## config.mk

```make
export PLATFORM = sky130hd
export DESIGN_NAME = kgen_ca_subkey
export DESIGN_NICKNAME = d
export VERILOG_FILES = /design/src/rtl/kgen_pkg.sv /design/src/rtl/kgen_ctrl.sv /design/src/rtl/kgen_ca_half.sv /design/src/rtl/kgen_ca_subkey.sv
export SDC_FILE = /design/constraint.sdc
export NUM_CORES = 1
export LEC_CHECK = 0
export ABC_CLOCK_PERIOD_IN_PS = 1600
export BUFFER_PORTS_ARGS = -buffer_cell sky130_fd_sc_hd__buf_2
export CORE_UTILIZATION = 42
export DETAILED_ROUTE_END_ITERATION = 10
export HOLD_SLACK_MARGIN = 0.06
export PLACE_DENSITY_LB_ADDON = 0.08
export SLEW_MARGIN = 15
export SYNTH_ARGS = -nofsm -noshare
export SYNTH_HDL_FRONTEND = slang
export SYNTH_SLANG_ARGS = --single-unit
```

## constraint.sdc

```tcl
create_clock -name clk -period 1.6 [get_ports clk]
set_clock_uncertainty 0.2 [all_clocks]
set_input_delay 0.16 -clock clk [delete_from_list [all_inputs] [get_ports clk]]
set_output_delay 0.16 -clock clk [all_outputs]
set_load 0.01 [all_outputs]
```

## src/rtl/kgen_pkg.sv

```systemverilog
package kgen_pkg;

    localparam int unsigned HALF_W  = 64;
    localparam int unsigned KEY_W   = 2 * HALF_W;
    localparam int unsigned ROT_AMT = 9;
    localparam logic [HALF_W-1:0] SEED_DEFAULT = 64'h9E3779B97F4A7C15;

    typedef logic [HALF_W-1:0] half_t;

    typedef enum logic [0:0] {
        HALF_RIGHT = 1'b0,
        HALF_LEFT  = 1'b1
    } half_sel_e;

    typedef struct packed {
        logic adv;
        logic load;
    } kgen_cmd_t;

    // Single rule-45 cell: left neighbour, centre, right neighbour.
    function automatic logic rule45_cell(input logic lft, input logic ctr, input logic rgt);
        return lft ^ (ctr | ~rgt);
    endfunction

    // Whole-word rule-45 image with cyclic wrap, used by checkers.
    function automatic half_t rule45_word(input half_t x);
        half_t y;
        for (int i = 0; i < int'(HALF_W); i++) begin
            y[i] = rule45_cell(x[(i + 1) % HALF_W], x[i], x[(i + HALF_W - 1) % HALF_W]);
        end
        return y;
    endfunction

endpackage

```

## src/rtl/kgen_ctrl.sv

```systemverilog
module kgen_ctrl #(
    parameter int unsigned IDX_W = 8
) (
    input  logic                      clk,
    input  logic                      rst,
    input  logic                      load_i,
    input  logic                      step_i,
    output kgen_pkg::kgen_cmd_t       cmd_o,
    output logic                      valid_o,
    output logic [IDX_W-1:0]          idx_o
);
    localparam logic [IDX_W-1:0] IDX_ONE = {{(IDX_W-1){1'b0}}, 1'b1};

    logic             valid_q;
    logic [IDX_W-1:0] idx_q;

    // Load has priority over a step issued in the same cycle.
    always_comb begin
        cmd_o.load = load_i;
        cmd_o.adv  = step_i & ~load_i;
    end

    always_ff @(posedge clk) begin
        if (rst) begin
            valid_q <= 1'b0;
            idx_q   <= '0;
        end else begin
            valid_q <= cmd_o.adv;
            if (cmd_o.load) begin
                idx_q <= '0;
            end else if (cmd_o.adv) begin
                idx_q <= idx_q + IDX_ONE;
            end
        end
    end

    assign valid_o = valid_q;
    assign idx_o   = idx_q;

    // no valid pulse unless a step was accepted the cycle before
    p_valid_needs_step_r7: assert property (@(posedge clk) disable iff (rst)
        (!step_i || load_i) |=> !valid_o);
    p_valid_after_step_r7: assert property (@(posedge clk) disable iff (rst)
        (step_i && !load_i) |=> valid_o);
    // load clears, accepted step increments
    p_idx_clear_r8: assert property (@(posedge clk) disable iff (rst)
        load_i |=> (idx_o == '0));
    p_idx_inc_r8: assert property (@(posedge clk) disable iff (rst)
        (step_i && !load_i) |=> (idx_o == $past(idx_o) + IDX_ONE));
    // idle holds the index
    p_idx_hold_r10: assert property (@(posedge clk) disable iff (rst)
        (!step_i && !load_i) |=> $stable(idx_o));

endmodule

```

## src/rtl/kgen_ca_half.sv

```systemverilog
module kgen_ca_half #(
    parameter int unsigned          W    = kgen_pkg::HALF_W,
    parameter int unsigned          ROT  = kgen_pkg::ROT_AMT,
    parameter logic [W-1:0]         SEED = kgen_pkg::SEED_DEFAULT
) (
    input  logic                clk,
    input  logic                rst,
    input  kgen_pkg::kgen_cmd_t cmd_i,
    input  logic [W-1:0]        key_i,
    output logic [W-1:0]        state_o
);
    logic [W-1:0] cur_q;
    logic [W-1:0] prev_q;
    logic [W-1:0] rot_w;
    logic [W-1:0] nxt_w;

    // circular left rotation ahead of the automaton
    assign rot_w = {cur_q[W-1-ROT:0], cur_q[W-1:W-ROT]};

    // one rule-45 cell per bit, wrapped neighbourhood, second-order term
    for (genvar i = 0; i < int'(W); i++) begin : g_cell
        localparam int unsigned LI = (i + 1) % W;
        localparam int unsigned RI = (i + W - 1) % W;
        assign nxt_w[i] = kgen_pkg::rule45_cell(rot_w[LI], rot_w[i], rot_w[RI]) ^ prev_q[i];
    end

    always_ff @(posedge clk) begin
        if (rst) begin
            cur_q  <= '0;
            prev_q <= SEED;
        end else if (cmd_i.load) begin
            cur_q  <= key_i;
            prev_q <= SEED;
        end else if (cmd_i.adv) begin
            cur_q  <= nxt_w;
            prev_q <= rot_w;
        end
    end

    assign state_o = cur_q;

    // a load seeds the previous generation with the constant
    p_seed_on_load_r11: assert property (@(posedge clk) disable iff (rst)
        cmd_i.load |=> (prev_q == SEED));
    // update is invertible -- old previous generation is recoverable
    p_reversible_r5: assert property (@(posedge clk) disable iff (rst)
        cmd_i.adv |=> ((cur_q ^ kgen_pkg::rule45_word(prev_q)) == $past(prev_q)));
    // idle holds both generations
    p_half_hold_r10: assert property (@(posedge clk) disable iff (rst)
        (!cmd_i.adv && !cmd_i.load) |=> ($stable(cur_q) && $stable(prev_q)));

endmodule

```

## src/rtl/kgen_ca_subkey.sv

```systemverilog
module kgen_ca_subkey #(
    parameter logic [63:0] SEED  = kgen_pkg::SEED_DEFAULT,
    parameter int unsigned IDX_W = 8
) (
    input  logic                clk,
    input  logic                rst,
    input  logic                key_load,
    input  logic [127:0]        key_in,
    input  logic                key_step,
    output logic [63:0]         subkey_l,
    output logic [63:0]         subkey_r,
    output logic                subkey_vld,
    output logic [IDX_W-1:0]    step_idx
);
    import kgen_pkg::*;

    localparam int unsigned NHALF = KEY_W / HALF_W;

    kgen_cmd_t cmd_w;
    half_t     half_st [NHALF];

    kgen_ctrl #(.IDX_W(IDX_W)) u_ctrl (
        .clk     (clk),
        .rst     (rst),
        .load_i  (key_load),
        .step_i  (key_step),
        .cmd_o   (cmd_w),
        .valid_o (subkey_vld),
        .idx_o   (step_idx)
    );

    for (genvar h = 0; h < int'(NHALF); h++) begin : g_half
        kgen_ca_half #(
            .W    (HALF_W),
            .ROT  (ROT_AMT),
            .SEED (SEED)
        ) u_half (
            .clk     (clk),
            .rst     (rst),
            .cmd_i   (cmd_w),
            .key_i   (key_in[h*HALF_W +: HALF_W]),
            .state_o (half_st[h])
        );
    end

    assign subkey_l = half_st[HALF_LEFT];
    assign subkey_r = half_st[HALF_RIGHT];

    // load lands the key halves on the outputs
    p_load_capture_r2: assert property (@(posedge clk) disable iff (rst)
        key_load |=> ({subkey_l, subkey_r} == $past(key_in)));
    // a step beside a load produces no valid pulse
    p_load_wins_r9: assert property (@(posedge clk) disable iff (rst)
        (key_load && key_step) |=> !subkey_vld);
    // outputs hold when idle
    p_out_hold_r10: assert property (@(posedge clk) disable iff (rst)
        (!key_load && !key_step) |=> ($stable(subkey_l) && $stable(subkey_r)));

endmodule

```

==> results of run 1 <==
power breakdown:
| part | leakage [nW] | switching (mW) | internal (mW) |
|---|---|---|---|
| Clock | 0.457 | 2.71 | 3.78 |
| Combinational | 4.64 | 1.70 | 1.98 |
| Sequential | 2.20 | 0.689 | 7.08 |
| Total | 7.30 | 5.10 | 12.8 |
cell families after synthesis:
kind of cell,count (synthesis),synth area share
adder cells (fa/ha/maj),1,0.0009618
AO/OA/AOI/OAI,140,0.09119
AND/OR/NAND/NOR,528,0.1925
buffers and inverters,103,0.03453
flip-flops,265,0.4078
multiplexers,129,0.09927
XOR/XNOR,258,0.1737
cell type report:
type / count / area (um^2) / share of cell area
multi-input cells: 1056 / 7283 / 0.4062
flip-flops and latches: 265 / 5398 / 0.3011
repair buffers: 494 / 3812 / 0.2126
clock buffers: 46 / 889.6 / 0.04962
well taps: 396 / 495.5 / 0.02764
clock inverters: 6 / 32.53 / 0.001815
inverters: 4 / 17.52 / 0.0009770
sequential cells by signal, indices dropped and copies added, names as in the netlist:
| name | count |
|---|---|
| g_half.u_half.prev_q | 128 |
| u_ctrl.valid_o | 1 |
| g_half.u_half.state_o | 128 |
| u_ctrl.idx_o | 8 |
worst max path at each step:
stage	depth (start not counted)	endpoint	from
floorplan	4	u_ctrl.idx_o[6]$_SDFFE_PP0P_	u_ctrl.idx_o[0]$_SDFFE_PP0P_
global placement	5	g_half[0].u_half.state_o[62]$_SDFFE_PP0P_	key_step
detailed placement	5	g_half[0].u_half.state_o[62]$_SDFFE_PP0P_	key_step
CTS	1	subkey_l[17]	g_half[1].u_half.state_o[17]$_SDFFE_PP0P_
global route	1	subkey_r[32]	g_half[0].u_half.state_o[32]$_SDFFE_PP0P_
finish	1	subkey_r[32]	g_half[0].u_half.state_o[32]$_SDFFE_PP0P_
synth_stat cells (2+ instances only):
library cell and count:
dfxtp_1 265, o221ai_1 126, inv_1 4, buf_1 17, buf_4 2, or4_1 2, clkbuf_1 36, a32oi_1 2
a21oi_1 5, or3_1 3, xnor2_1 257, nand2_1 206, o31ai_1 2, o21ai_0 5, nor2b_1 129, buf_2 44
nor2_1 57, nand3_1 128, mux2i_1 129
what timing repair did:
action | in CTS | in global routing
gates cloned | 0 | 1
buffers inserted | 0 | 0
hold endpoints to repair | 230 | 0
setup endpoints to repair | 27 | 45
hold buffers | 182 | 0
gates resized for setup | 28 | 44
routing by layer:
layer	vias up	share of wire	GRT usage
li1	5756	-	-
met1	5646	0.43	0.3208
met2	331	0.50	0.4536
met3	49	0.050	0.03730
met4	2	0.017	0.05164
met5	-	0.00027	0
through the flow:
step                      instance area (um^2)  setup TNS, ns
after floorplan                          13010              0
after global placement                   15070              0
after detailed placement                 15070              0
after CTS                                17850              0
after global routing                     17930      -0.003691
final                                    17930              0
==> impl_metrics.py, run 1 <==
metrics = {
    "status": {
        "status": "completed",
    },
    "worst_setup_path": {
        "startpoint_type": "flip-flop",
        "cp-end-kind": "output pin",
        "r2r_start": "u_ctrl.idx_o[0]$_SDFFE_PP0P_",
        "reg2reg_depth": 4,
        "required_ns": 1.24,
        "r2r_slack_ns": 0.09,
        "crit_chain": "buf_2",
        "cpLargestDelayFamily": "flip-flops",
        "crit_arrival_ns": 1.21,
        "critical_path_class": "flip-flop to output pin",
        "crit_buf_inv": 1,
        "max_stage_delay_ns": 0.48,
        "slowest_stage": "dfxtp_1",
        "critPathMaxFanout": 6,
        "r2r_end": "u_ctrl.idx_o[6]$_SDFFE_PP0P_",
    },
    "clocking": {
        "htree_levels": 1,
        "cts.clk_slew.worst_paths_ns": 0.06,
        "cts_tree": "built",
        "clock_latency_ns": 0.54,
        "clk_path_buf_depth": 3,
        "cts_buffers": 29,
        "clock_sinks": 265,
        "cts_root_buf": "clkbuf_16",
    },
    "timing": {
        "tightest_slew_ns": 0.4209,
        "finalHoldViolCount": 0,
        "slew_violations": 0,
        "finalWorstSetupSlack_ns": 0.02951,
        "period_share": 0.9816,
        "setup_viol": 0,
        "fmax_mhz": 636.7,
        "finalCriticalPeriod_ns": 1.570,
        "maxSlewHeadroom": 0.7194,
        "timing.hold.ws_ns": 0.08495,
    },
    "detailed_routing": {
        "firstDrtPassIters": 5,
        "routed_via_density": 5.198,
        "route.detailed.drc": 0,
        "routed_wl_mm": 41.13,
        "final_antenna_net_count": 0,
        "via_count": 11780,
        "drt-wirelength-per-cell_um": 18.14,
        "drt_iter0_drc": 529,
    },
    "synth": {
        "synth_cell_types": 24,
        "synth_flop_cell": "dfxtp_1",
        "seq_area_frac_synth": 0.4078,
        "synth_edf_count": 0,
        "ys_warn_count": 0,
        "syn-cell-area_um2": 13010,
        "yosysTopAreaCell": "dfxtp_1",
        "async_flop_share": 0,
        "synth_top_cell_area_share": 0.4078,
        "syn_avg_cell_area_um2": 9.134,
        "synth-seq-cells": 265,
        "syn_nets": 1557,
        "synth.area.top_cells": "dfxtp_1 (41%), xnor2_1 (17%), mux2i_1 (9.9%)",
        "synth_cells": 1424,
    },
    "min_path": {
        "hold_end": "g_half[0].u_half.state_o[55]$_SDFFE_PP0P_",
        "whs_path_depth": 4,
        "hold_start": "key_load",
        "min_path_type": "input port to flip-flop",
    },
    "floorplanning": {
        "die_area_um2": 31680,
        "boundaryPins": 269,
        "core_area_um2": 30510,
        "die_w_um": 178.0,
        "die-height_um": 178.0,
        "start_util": 0.4263,
        "fp-row-count": 64,
    },
    "global_route": {
        "grt_pass1_wl_mm": 63.54,
        "antenna_found_initial": 1,
        "grt_start_max_net_pins": 72,
        "overflow": 0,
        "grt_pass1_vias": 11470,
        "track_usage": 0.2536,
    },
    "layout": {
        "drive_above_1_share": 0.2314,
        "fillers": 2747,
        "final_cell_mix": "buf_2 (265), xnor2_1 (257), nand2_1 (205)",
        "stdcell_count": 2267,
        "syn_to_final_growth_pct": 37.83,
        "insertedDiodeCount": 0,
        "fin_util": 0.5876,
        "mostFrequentLayoutCell": "buf_2",
        "nets": 1983,
    },
    "power_and_ir_drop": {
        "leakagePower_nw": 7.301,
        "max-vdd-ir-drop_mv": 0.7598,
        "p_total_mw": 17.93,
        "cellPowerDensity_nw_per_um2": 1000,
    },
    "placement": {
        "place_congestion": 0.8054,
        "dp_hpwl_mm": 25.83,
        "port_buffers": 268,
        "post-place-cells": 2032,
        "dp_worst_setup_slack_ns": 0.04418,
    },
    "run": {
        "maxCapViolCount": 0,
    },
}
Note: power is estimated with default switching activity, not from simulation.
==> inputs of run 2 (changes only) <==
--- a/config.mk
+++ b/config.mk
@@ -7,7 +7,8 @@
 export LEC_CHECK = 0
 export ABC_CLOCK_PERIOD_IN_PS = 1600
 export BUFFER_PORTS_ARGS = -buffer_cell sky130_fd_sc_hd__buf_2
-export CORE_UTILIZATION = 42
+export CORE_MARGIN = 2
+export CORE_UTILIZATION = 45
 export DETAILED_ROUTE_END_ITERATION = 10
 export HOLD_SLACK_MARGIN = 0.06
 export PLACE_DENSITY_LB_ADDON = 0.08
==> run 2 against run 1 <==
Clock power increased by 15%. Combinational power increased by 2%. Sequential share of layout area decreased by 0.43 points. Register-to-register slack got worse by 0.05 ns. Via count increased by 2.7%. Die area decreased by 4.4%. Hold slack got worse by 0.061 ns. Utilization increased by 5.1 points. Critical path type unchanged.
==> impl_metrics.py, run 2 (synthesis results as in run 1) <==
metrics = {
    "status": {
        "status": "completed",
    },
    "timing": {
        "fmax_mhz": 637.7,
        "finalCriticalPeriod_ns": 1.568,
        "setup_viol": 0,
        "period_share": 0.9801,
        "finalHoldViolCount": 0,
        "maxSlewHeadroom": 0.6245,
        "finalWorstSetupSlack_ns": 0.03181,
        "tightest_slew_ns": 0.5632,
        "slew_violations": 0,
    },
    "layout": {
        "fin_util": 0.6389,
        "syn_to_final_growth_pct": 40.23,
        "nets": 2009,
        "insertedDiodeCount": 0,
        "mostFrequentLayoutCell": "buf_2",
        "final_cell_mix": "buf_2 (264), xnor2_1 (257), dlygate4sd3_1 (207)",
        "drive_above_1_share": 0.2374,
    },
    "worst_setup_path": {
        "crit_arrival_ns": 1.21,
        "slowest_stage": "dfxtp_1",
        "critical_path_class": "flip-flop to output pin",
        "startpoint_type": "flip-flop",
        "crit_chain": "buf_2",
        "max_stage_delay_ns": 0.47,
        "critPathMaxFanout": 6,
        "cp-end-kind": "output pin",
        "cpLargestDelayFamily": "flip-flops",
        "required_ns": 1.24,
        "crit_buf_inv": 1,
    },
    "power_and_ir_drop": {
        "switching_share": 0.2754,
        "power_frac_comb": 0.198,
        "intPower_mw": 13.77,
        "pwr-share-seq": 0.409,
        "net-switching-power_mw": 5.234,
        "max-vdd-ir-drop_mv": 0.6615,
        "clkPwrFrac": 0.393,
        "cellPowerDensity_nw_per_um2": 1042,
        "leakagePower_nw": 7.475,
    },
    "clocking": {
        "post_cts_buffers": 0,
        "htree_levels": 1,
        "cts_root_buf": "clkbuf_16",
        "cts_tree": "built",
        "cts_buffers": 30,
        "clock_sinks": 265,
        "cts.clk_slew.worst_paths_ns": 0.06,
        "clock_latency_ns": 0.55,
        "clk_path_buf_depth": 3,
    },
    "placement": {
        "place_congestion": 0.7991,
        "port_buffers": 268,
        "dp_hpwl_mm": 25.46,
        "dp_worst_setup_slack_ns": 0.1141,
    },
    "detailed_routing": {
        "via_count": 12110,
        "routed_via_density": 5.301,
        "routed_wl_mm": 42.03,
        "drt_iter0_drc": 695,
        "final_antenna_net_count": 0,
        "drt-wirelength-per-cell_um": 18.40,
        "firstDrtPassIters": 5,
        "route.detailed.drc": 0,
    },
    "floorplanning": {
        "core_area_um2": 28550,
        "fp-row-count": 62,
        "start_util": 0.4556,
        "die_w_um": 174.0,
        "die_area_um2": 30280,
        "boundaryPins": 269,
        "die-height_um": 174.0,
    },
    "run": {
        "maxCapViolCount": 0,
    },
    "global_route": {
        "track_usage": 0.2684,
        "grt_start_max_net_pins": 65,
        "grt_pass1_vias": 12170,
        "grt_pass1_wl_mm": 66.48,
        "antenna_found_initial": 0,
        "overflow": 0,
    },
    "min_path": {
        "min_path_type": "input port to flip-flop",
    },
}
[run 2: cell types whose count changed in the layout (fill, tap and decap cells not counted), moves of 3 or more]
cell,previous run,this run
dlygate4sd3_1,182,207
dfxtp_2,68,83
dfxtp_1,195,181
buf_4,22,30
buf_12,23,16
bufinv_16,0,5
clkbuf_8,11,8
[run 2: through the flow]
stage                       TNS, ns  hold slack [ns]  total power [mW]  instances  area [um^2]
final                             0          0.02360             19.01       2284        18240
after global routing      -0.002147          0.04224             19.77       2284        18240
after CTS                         0          -0.1339             19.07       2278        18100
after detailed placement          0           0.1754             11.14       2020        14960
after global placement            0           0.1703             11.12       2020        14960
after floorplan                   0          0.07917             9.875       1424        13010
[run 2: repair_timing]
| item | in CTS | in global routing |
|---|---|---|
| endpoints found under the setup margin | 32 | 91 |
| hold endpoints to repair | 211 | 28 |
| gates resized for setup | 32 | 56 |
| hold buffers | 202 | 8 |
[run 2: power by group through the flow]
stage | sequential, mW | clock [mW] | combinational (mW)
detailed placement | 7.86 | 0 | 3.29
finish | 7.77 | 7.47 | 3.77
global route | 7.84 | 7.85 | 4.08
floorplan | 7.79 | 0 | 2.09
CTS | 7.74 | 7.59 | 3.74
global placement | 7.85 | 0 | 3.27
[run 2: worst paths after layout]
kind,from,end,slack [ns],cells past startpoint
worst max-delay path,g_half[0].u_half.state_o[44]$_SDFFE_PP0P_,subkey_r[44],0.03,1
worst min-delay path,rst,g_half[1].u_half.state_o[2]$_SDFFE_PP0P_,0.02,3
worst max register to register,g_half[0].u_half.state_o[41]$_SDFFE_PP0P_,g_half[0].u_half.prev_q[50]$_SDFFE_PP1P_,0.04,4
worst min register to register,g_half[1].u_half.prev_q[2]$_SDFFE_PP1P_,g_half[1].u_half.prev_q[2]$_SDFFE_PP1P_,0.29,2
[run 2: cell type report]
| cell class | count | area, um^2 |
|---|---|---|
| Clock buffer | 45 | 898.4 |
| Clock inverter | 11 | 180.2 |
| Fill cell | 2504 | 10310 |
| Inverter | 4 | 17.52 |
| Multi-Input combinational cell | 1056 | 7286 |
| Sequential cell | 265 | 5413 |
| Tap cell | 384 | 480.5 |
| Timing Repair Buffer | 519 | 3965 |
[run 2: routing by layer]
metal  vias up  global-route usage  routed length (um)
li1       5810                   -                   -
met1      5819              0.3367               17480
met2       402              0.4721               20860
met3        76             0.04659                2558
met4         0             0.07773                1131
met5         -                   0                   0
